### config.mk
export PLATFORM = sky130hd
export DESIGN_NAME = uart_baud_frac_gen
export DESIGN_NICKNAME = d
export VERILOG_FILES = /design/src/rtl/uart_bg_pkg.sv /design/src/rtl/uart_bg_rst_sync.sv /design/src/rtl/uart_bg_regs.sv /design/src/rtl/uart_bg_timing.sv /design/src/rtl/uart_baud_frac_gen.sv
export SDC_FILE = /design/constraint.sdc
export NUM_CORES = 1
export LEC_CHECK = 0
export BUFFER_PORTS_ARGS = -buffer_cell sky130_fd_sc_hd__buf_4
export CORE_MARGIN = 3
export CORE_UTILIZATION = 56
export CTS_CLUSTER_DIAMETER = 30
export DETAILED_ROUTE_END_ITERATION = 16
export MAX_ROUTING_LAYER = met4
export PLACE_DENSITY = 0.76
export SLEW_MARGIN = 20
export SYNTH_ARGS = -nofsm -noshare
export SYNTH_HDL_FRONTEND = slang
export SYNTH_SLANG_ARGS = --single-unit
### constraint.sdc
create_clock -name clk -period 5.3 [get_ports clk]
set_input_delay 1.06 -clock clk [delete_from_list [all_inputs] [get_ports clk]]
set_output_delay 1.06 -clock clk [all_outputs]
set_load 0.02 [all_outputs]
### src/rtl/uart_bg_pkg.sv
`timescale 1ns/1ps
package uart_bg_pkg;
  typedef enum logic [2:0] {
    ADR_DIV_LO  = 3'd0,
    ADR_DIV_HI  = 3'd1,
    ADR_MODE    = 3'd2,
    ADR_SCNT    = 3'd3,
    ADR_SPT     = 3'd4,
    ADR_FRAC_LO = 3'd5,
    ADR_FRAC_HI = 3'd6
  } reg_addr_e;

  localparam logic [1:0] MODE_HS     = 2'd3;
  localparam int         STD_OVS     = 16;
  localparam int         STD_SAMPLE  = 7;
  localparam logic [7:0] SPT_RESET   = 8'hFF;
endpackage

### src/rtl/uart_bg_rst_sync.sv
`timescale 1ns/1ps
module uart_bg_rst_sync #(
  parameter int STAGES = 2
) (
  input  logic clk,
  input  logic rst_n,
  output logic rst_sync_n
);
  logic [STAGES-1:0] sync_q;
  logic [STAGES-1:0] sync_d;

  always_comb begin
    sync_d = {sync_q[STAGES-2:0], 1'b1};
  end

  always_ff @(posedge clk or negedge rst_n) begin
    if (!rst_n) sync_q <= '0;
    else        sync_q <= sync_d;
  end

  assign rst_sync_n = sync_q[STAGES-1];
endmodule

### src/rtl/uart_bg_regs.sv
`timescale 1ns/1ps
module uart_bg_regs
  import uart_bg_pkg::*;
#(
  parameter int DIV_W  = 16,
  parameter int FRAC_W = 10
) (
  input  logic              clk,
  input  logic              rst_n,
  input  logic              wr_en,
  input  logic [2:0]        wr_addr,
  input  logic [7:0]        wr_data,
  input  logic              div_access,
  input  logic              load,
  output logic [DIV_W-1:0]  act_div,
  output logic              act_hs,
  output logic [7:0]        act_scnt,
  output logic [7:0]        act_spt,
  output logic [FRAC_W-1:0] act_mask
);
  localparam int HI_W = DIV_W - 8;
  localparam int FH_W = FRAC_W - 8;

  logic [DIV_W-1:0]  sh_div_q,  sh_div_d;
  logic [1:0]        sh_mode_q, sh_mode_d;
  logic [7:0]        sh_scnt_q, sh_scnt_d;
  logic [7:0]        sh_spt_q,  sh_spt_d;
  logic [FRAC_W-1:0] sh_mask_q, sh_mask_d;

  logic [DIV_W-1:0]  ac_div_q;
  logic              ac_hs_q;
  logic [7:0]        ac_scnt_q, ac_spt_q;
  logic [FRAC_W-1:0] ac_mask_q;

  always_comb begin
    sh_div_d  = sh_div_q;
    sh_mode_d = sh_mode_q;
    sh_scnt_d = sh_scnt_q;
    sh_spt_d  = sh_spt_q;
    sh_mask_d = sh_mask_q;
    if (wr_en) begin
      unique case (reg_addr_e'(wr_addr))
        ADR_DIV_LO:  if (div_access) sh_div_d[7:0] = wr_data;
        ADR_DIV_HI:  if (div_access) sh_div_d[DIV_W-1:8] = wr_data[HI_W-1:0];
        ADR_MODE:    sh_mode_d = wr_data[1:0];
        ADR_SCNT:    sh_scnt_d = wr_data;
        ADR_SPT:     sh_spt_d  = wr_data;
        ADR_FRAC_LO: sh_mask_d[7:0] = wr_data;
        ADR_FRAC_HI: sh_mask_d[FRAC_W-1:8] = wr_data[FH_W-1:0];
        default: ;
      endcase
    end
  end

  always_ff @(posedge clk or negedge rst_n) begin
    if (!rst_n) begin
      sh_div_q  <= '0;
      sh_mode_q <= '0;
      sh_scnt_q <= '0;
      sh_spt_q  <= SPT_RESET;
      sh_mask_q <= '0;
    end else begin
      sh_div_q  <= sh_div_d;
      sh_mode_q <= sh_mode_d;
      sh_scnt_q <= sh_scnt_d;
      sh_spt_q  <= sh_spt_d;
      sh_mask_q <= sh_mask_d;
    end
  end

  always_ff @(posedge clk or negedge rst_n) begin
    if (!rst_n) begin
      ac_div_q  <= '0;
      ac_hs_q   <= 1'b0;
      ac_scnt_q <= '0;
      ac_spt_q  <= SPT_RESET;
      ac_mask_q <= '0;
    end else if (load) begin
      ac_div_q  <= sh_div_q;
      ac_hs_q   <= (sh_mode_q == MODE_HS);
      ac_scnt_q <= sh_scnt_q;
      ac_spt_q  <= sh_spt_q;
      ac_mask_q <= sh_mask_q;
    end
  end

  assign act_div  = (ac_div_q == '0) ? DIV_W'(1) : ac_div_q;
  assign act_hs   = ac_hs_q;
  assign act_scnt = ac_scnt_q;
  assign act_spt  = ac_spt_q;
  assign act_mask = ac_mask_q;
endmodule

### src/rtl/uart_bg_timing.sv
`timescale 1ns/1ps
module uart_bg_timing
  import uart_bg_pkg::*;
#(
  parameter int DIV_W  = 16,
  parameter int FRAC_W = 10,
  parameter int IDX_W  = 4
) (
  input  logic              clk,
  input  logic              rst_n,
  input  logic              start,
  input  logic [DIV_W-1:0]  act_div,
  input  logic              act_hs,
  input  logic [7:0]        act_scnt,
  input  logic [7:0]        act_spt,
  input  logic [FRAC_W-1:0] act_mask,
  output logic              tick,
  output logic              bit_stb,
  output logic              smp_stb,
  output logic [IDX_W-1:0]  bit_idx
);
  localparam int LEN_W = 9;

  logic [DIV_W-1:0] presc_q, presc_d;
  logic [LEN_W-1:0] tcnt_q,  tcnt_d;
  logic [IDX_W-1:0] idx_q,   idx_d;

  logic             stretch;
  logic [LEN_W-1:0] bit_len;
  logic [LEN_W-1:0] smp_at;
  logic             tick_int, wrap;

  always_comb begin
    stretch = 1'b0;
    for (int k = 0; k < FRAC_W; k++) begin
      if (int'(idx_q) == k) stretch = act_mask[k];
    end
    bit_len  = act_hs ? (LEN_W'(act_scnt) + LEN_W'(1) + LEN_W'(stretch))
                      : LEN_W'(STD_OVS);
    smp_at   = act_hs ? LEN_W'(act_spt) : LEN_W'(STD_SAMPLE);
    tick_int = rst_n && !start && (presc_q == act_div - DIV_W'(1));
    wrap     = tick_int && (tcnt_q == bit_len - LEN_W'(1));
  end

  always_comb begin
    presc_d = presc_q;
    tcnt_d  = tcnt_q;
    idx_d   = idx_q;
    if (start) begin
      presc_d = '0;
      tcnt_d  = '0;
      idx_d   = '0;
    end else if (tick_int) begin
      presc_d = '0;
      if (wrap) begin
        tcnt_d = '0;
        idx_d  = idx_q + IDX_W'(1);
      end else begin
        tcnt_d = tcnt_q + LEN_W'(1);
      end
    end else begin
      presc_d = presc_q + DIV_W'(1);
    end
  end

  always_ff @(posedge clk or negedge rst_n) begin
    if (!rst_n) begin
      presc_q <= '0;
      tcnt_q  <= '0;
      idx_q   <= '0;
    end else begin
      presc_q <= presc_d;
      tcnt_q  <= tcnt_d;
      idx_q   <= idx_d;
    end
  end

  assign tick    = tick_int;
  assign bit_stb = wrap;
  assign smp_stb = tick_int && (tcnt_q == smp_at);
  assign bit_idx = idx_q;
endmodule

### src/rtl/uart_baud_frac_gen.sv
`timescale 1ns/1ps
module uart_baud_frac_gen #(
  parameter int DIV_W  = 16,
  parameter int FRAC_W = 10,
  parameter int IDX_W  = 4
) (
  input  logic             clk,
  input  logic             rst_n,
  input  logic             wr_en,
  input  logic [2:0]       wr_addr,
  input  logic [7:0]       wr_data,
  input  logic             div_access,
  input  logic             frame_start,
  output logic             tick,
  output logic             bit_strobe,
  output logic             sample_strobe,
  output logic [IDX_W-1:0] bit_idx
);
  logic              rst_s_n;
  logic [DIV_W-1:0]  act_div;
  logic              act_hs;
  logic [7:0]        act_scnt, act_spt;
  logic [FRAC_W-1:0] act_mask;

  uart_bg_rst_sync #(.STAGES(2)) u_rst (
    .clk(clk), .rst_n(rst_n), .rst_sync_n(rst_s_n)
  );

  uart_bg_regs #(.DIV_W(DIV_W), .FRAC_W(FRAC_W)) u_regs (
    .clk(clk), .rst_n(rst_s_n), .wr_en(wr_en), .wr_addr(wr_addr),
    .wr_data(wr_data), .div_access(div_access), .load(frame_start),
    .act_div(act_div), .act_hs(act_hs), .act_scnt(act_scnt),
    .act_spt(act_spt), .act_mask(act_mask)
  );

  uart_bg_timing #(.DIV_W(DIV_W), .FRAC_W(FRAC_W), .IDX_W(IDX_W)) u_tim (
    .clk(clk), .rst_n(rst_s_n), .start(frame_start), .act_div(act_div),
    .act_hs(act_hs), .act_scnt(act_scnt), .act_spt(act_spt),
    .act_mask(act_mask), .tick(tick), .bit_stb(bit_strobe),
    .smp_stb(sample_strobe), .bit_idx(bit_idx)
  );
endmodule

==> run summary <==
CP arrival: 4340 ps
synthesized flop and latch total: 118
global-route wire length before repair: 23.9 mm
R2R cell count: 25
Hold WC Path Type: flop to asynchronous set/reset pin
endpoints failing setup: 1
Post-synth EDFFs: 0
hold buffers post-CTS: 0
post-synth top area share: 40.2%
maximum VDD drop: 0.316 mV
crit path time final: 5400 ps
largest net degree at the start of global routing: 75
Power, Total: 3.15 mW
max-slew violations: 0
final hold vios: 0
reg-to-reg setup timing slack: 590 ps
Mapped Avg Cell Area: 10.9 um2
part of the power in registers: 40.1%
IO Count: 23
Clk pwr share: 37.0%
DR vias/cell: 5.97
dpl ws: 56.6 ps
placed cell count: 728
Final HPWL DP: 9.58 mm
routed wl met2: 7.21 mm
r2r endpoint: u_tim.tcnt_q[3]
CP Data Required Time: 4240 ps
Layout area overhead: 18.0%
Skew-Pair Late Insertion Delay: 430 ps
FFs w/ async S/R, synth: 100%
Worst Setup Start Kind: flop
die height: 113 um
Starting Density: 57.8%
1st-iter DRT viols: 331
Lkg Pwr: 3.13 nW
synth top area cells: dfrtp_1 (40%), mux2_2 (14%), dfstp_2 (6.6%), xnor2_1 (4.0%), nor2_1 (3.0%)
clk slew on worst S/H paths: 60 ps
CP Capture Type: primary output
worst hold slack: 336 ps
register area share after synthesis: 46.8%
Port Buffer Count: 22
failing checks: negative setup slack
Worst slew margin: 38.9%
combinational share of power: 22.9%
cell-internal power: 2.20 mW
Synth Cell Area: 0.00635 mm2
vias in the first global route: 4,672
row cnt: 38
leading area contributor after synthesis: dfrtp_1
die area: 0.0127 mm2
ys flop type: dfrtp_1
most common cell after layout, fill and taps aside: dfrtp_1
share of layout cells above drive strength 1: 35.2%
ANT nets after route: 0
switch share: 30.1%
DRC: 0
CP max FO: 7
buffer levels on the longest clock path: 2
Pre-antenna DRT Iters: 4
gpl congestion: 0.904
DRT Wirelength: 14.5 mm
final setup margin: -101 ps
wire length on met1: 6.21 mm
Via Count: 4,602
DR WL/cell: 18.8 um
GRT overflow: 0
clk_skew: 14.2 ps
crit path kind: flop to primary output
Layout fillers: 797
NumNets Final: 644
Met3 Wirelength: 696 um
max-cap violations: 0
Gate Count Post-Synth: 582
outcome: complete, but fails checks
number of warnings issued by yosys: 0
clk root buf: clkbuf_16
RSZ-0062 raised after global routing: true
final cell count without fillers: 771
Netlist cell types: 78
maximum clock rate: 185 MHz
Die X: 113 um
htree depth: 4
reg2reg start: u_tim.bit_idx[1]
synthesized net count: 608
placed cell area: 0.00661 mm2
post-route cell area: 0.00750 mm2
Core Box Area: 0.0110 mm2
Antenna diodes: 0
Psw: 947 uW
top routing layer used: met4
Tightest Pin Transition: 916 ps
initial antenna violation count: 0
clock net sink count: 118
fin crit share: 102%
Pwr Density: 420 mW/mm2
commonest cells after routing, fill and taps aside: dfrtp_1 (101), mux2_2 (81), nor2_1 (51), buf_4 (41), nand2_1 (35)
CTS tree: built
cts bufs inserted: 17
GRT Util Overall: 24.9%
==> worst max-delay path by stage <==
stage / start / endpoint / slack, ps / cells after the start
finish: u_tim.bit_idx[1] / bit_strobe / -100 / 23
detailed placement: u_tim.bit_idx[0] / bit_strobe / 60 / 22
CTS: u_tim.bit_idx[0] / bit_strobe / 5 / 23
floorplan: u_tim.bit_idx[0] / bit_strobe / 310 / 22
global placement: u_tim.bit_idx[0] / bit_strobe / 270 / 22
global route: u_tim.bit_idx[1] / bit_strobe / -260 / 23
==> per-layer routing <==
metal / global-route usage, % / vias to the layer above
met5: - / -
met4: 10.1 / 0
met3: 5.82 / 32
met2: 39.6 / 109
met1: 30.9 / 2316
li1: - / 2145
==> stage by stage <==
step / TNS (ps) / util, %
6_report: -101 / 68.3
3_3_place_gp: 0 / 60.2
3_5_place_dp: 0 / 60.2
2_1_floorplan: 0 / -
5_1_grt: -291 / 68.3
4_1_cts: 0 / 67.1
==> synthesized netlist by cell type (3+ instances only) <==
master and number:
buf_2 5, nor3_1 11, ha_1 10, nand2b_1 7
dfstp_2 16, nand3_1 26, nand4_1 5, o22ai_1 5
xnor2_1 29, inv_1 20, nor2b_1 3, nor2_1 51
or3_1 5, a211oi_1 3, nand2_1 38, and3_1 7
a221oi_1 3, buf_4 4, a21oi_1 16, nor4_1 4
dfrtp_1 102, mux2_2 81, xor2_1 21, o31ai_1 3
or4_4 3, o221ai_1 3, mux2i_1 5, o21ai_1 3
o21ai_0 18, clkbuf_1 10, buf_6 3
==> flip-flops by register name (all words and copies together) (netlist names) <==
signal / cells
u_regs.act_spt: 8
u_regs.act_mask: 10
u_regs.act_hs: 1
u_tim.bit_idx: 4
u_tim.tcnt_q: 9
u_tim.presc_q: 16
u_regs.sh_scnt_q: 8
u_regs.sh_mask_q: 10
u_regs.ac_div_q: 16
u_regs.sh_spt_q: 8
u_regs.sh_div_q: 16
u_rst.sync_q: 2
u_regs.act_scnt: 8
u_regs.sh_mode_q: 2
==> power groups by stage <==
| stage | logic (mW) | clock network (mW) | registers (mW) |
|---|---|---|---|
| 3_5_place_dp | 0.632 | 0 | 1.27 |
| 4_1_cts | 0.682 | 1.18 | 1.26 |
| 6_report | 0.720 | 1.17 | 1.26 |
| 2_1_floorplan | 0.556 | 0 | 1.19 |
| 3_3_place_gp | 0.609 | 0 | 1.26 |
| 5_1_grt | 0.787 | 1.23 | 1.29 |
==> critical path, cell delays in order (launching register included) <==
cell and delay (ps):
dfrtp_1 400, inv_2 80, ha_4 170, nand2_2 60, nor2_1 30, a21oi_1 140, nor2_1 90, a21oi_2 130
nor2_1 50, a21oi_1 180, a211oi_1 100, a21oi_1 180, ha_2 250, inv_2 60, ha_4 250, nand2_2 90
ha_4 180, nand2b_1 80, o32a_4 360, nor2_1 130, mux2_2 370, o32ai_4 140, o211a_1 250, buf_6 130
==> area by class of cell <==
cell class	instances	area (um2)	share of cell area, %
clock buffers	18	429	5.72
clock inverters	14	175	2.34
inverters	21	78.8	1.05
multi-input cells	418	3340	44.6
flip-flops and latches	118	2980	39.7
well taps	140	175	2.34
repair buffers	42	319	4.26
==> logic make-up (layout without fill, tap and decap cells) <==
group / Yosys count / in the layout / synth area share [%]
compound gates: 83 / 83 / 9.08
xor+xnor: 50 / 50 / 6.89
fa+ha+maj: 10 / 10 / 1.97
flops: 118 / 118 / 46.8
buf+inv: 46 / 95 / 3.68
other cells: 1 / 1 / 0.0590
mux: 86 / 86 / 15.1
simple gates: 188 / 188 / 16.4
==> what timing repair did <==
action	in CTS	in global routing
gates resized for setup	19	18
pin swaps	9	12
setup buffers	7	4
endpoints found under the setup margin	1	3
(Power assumes the default switching activity.)
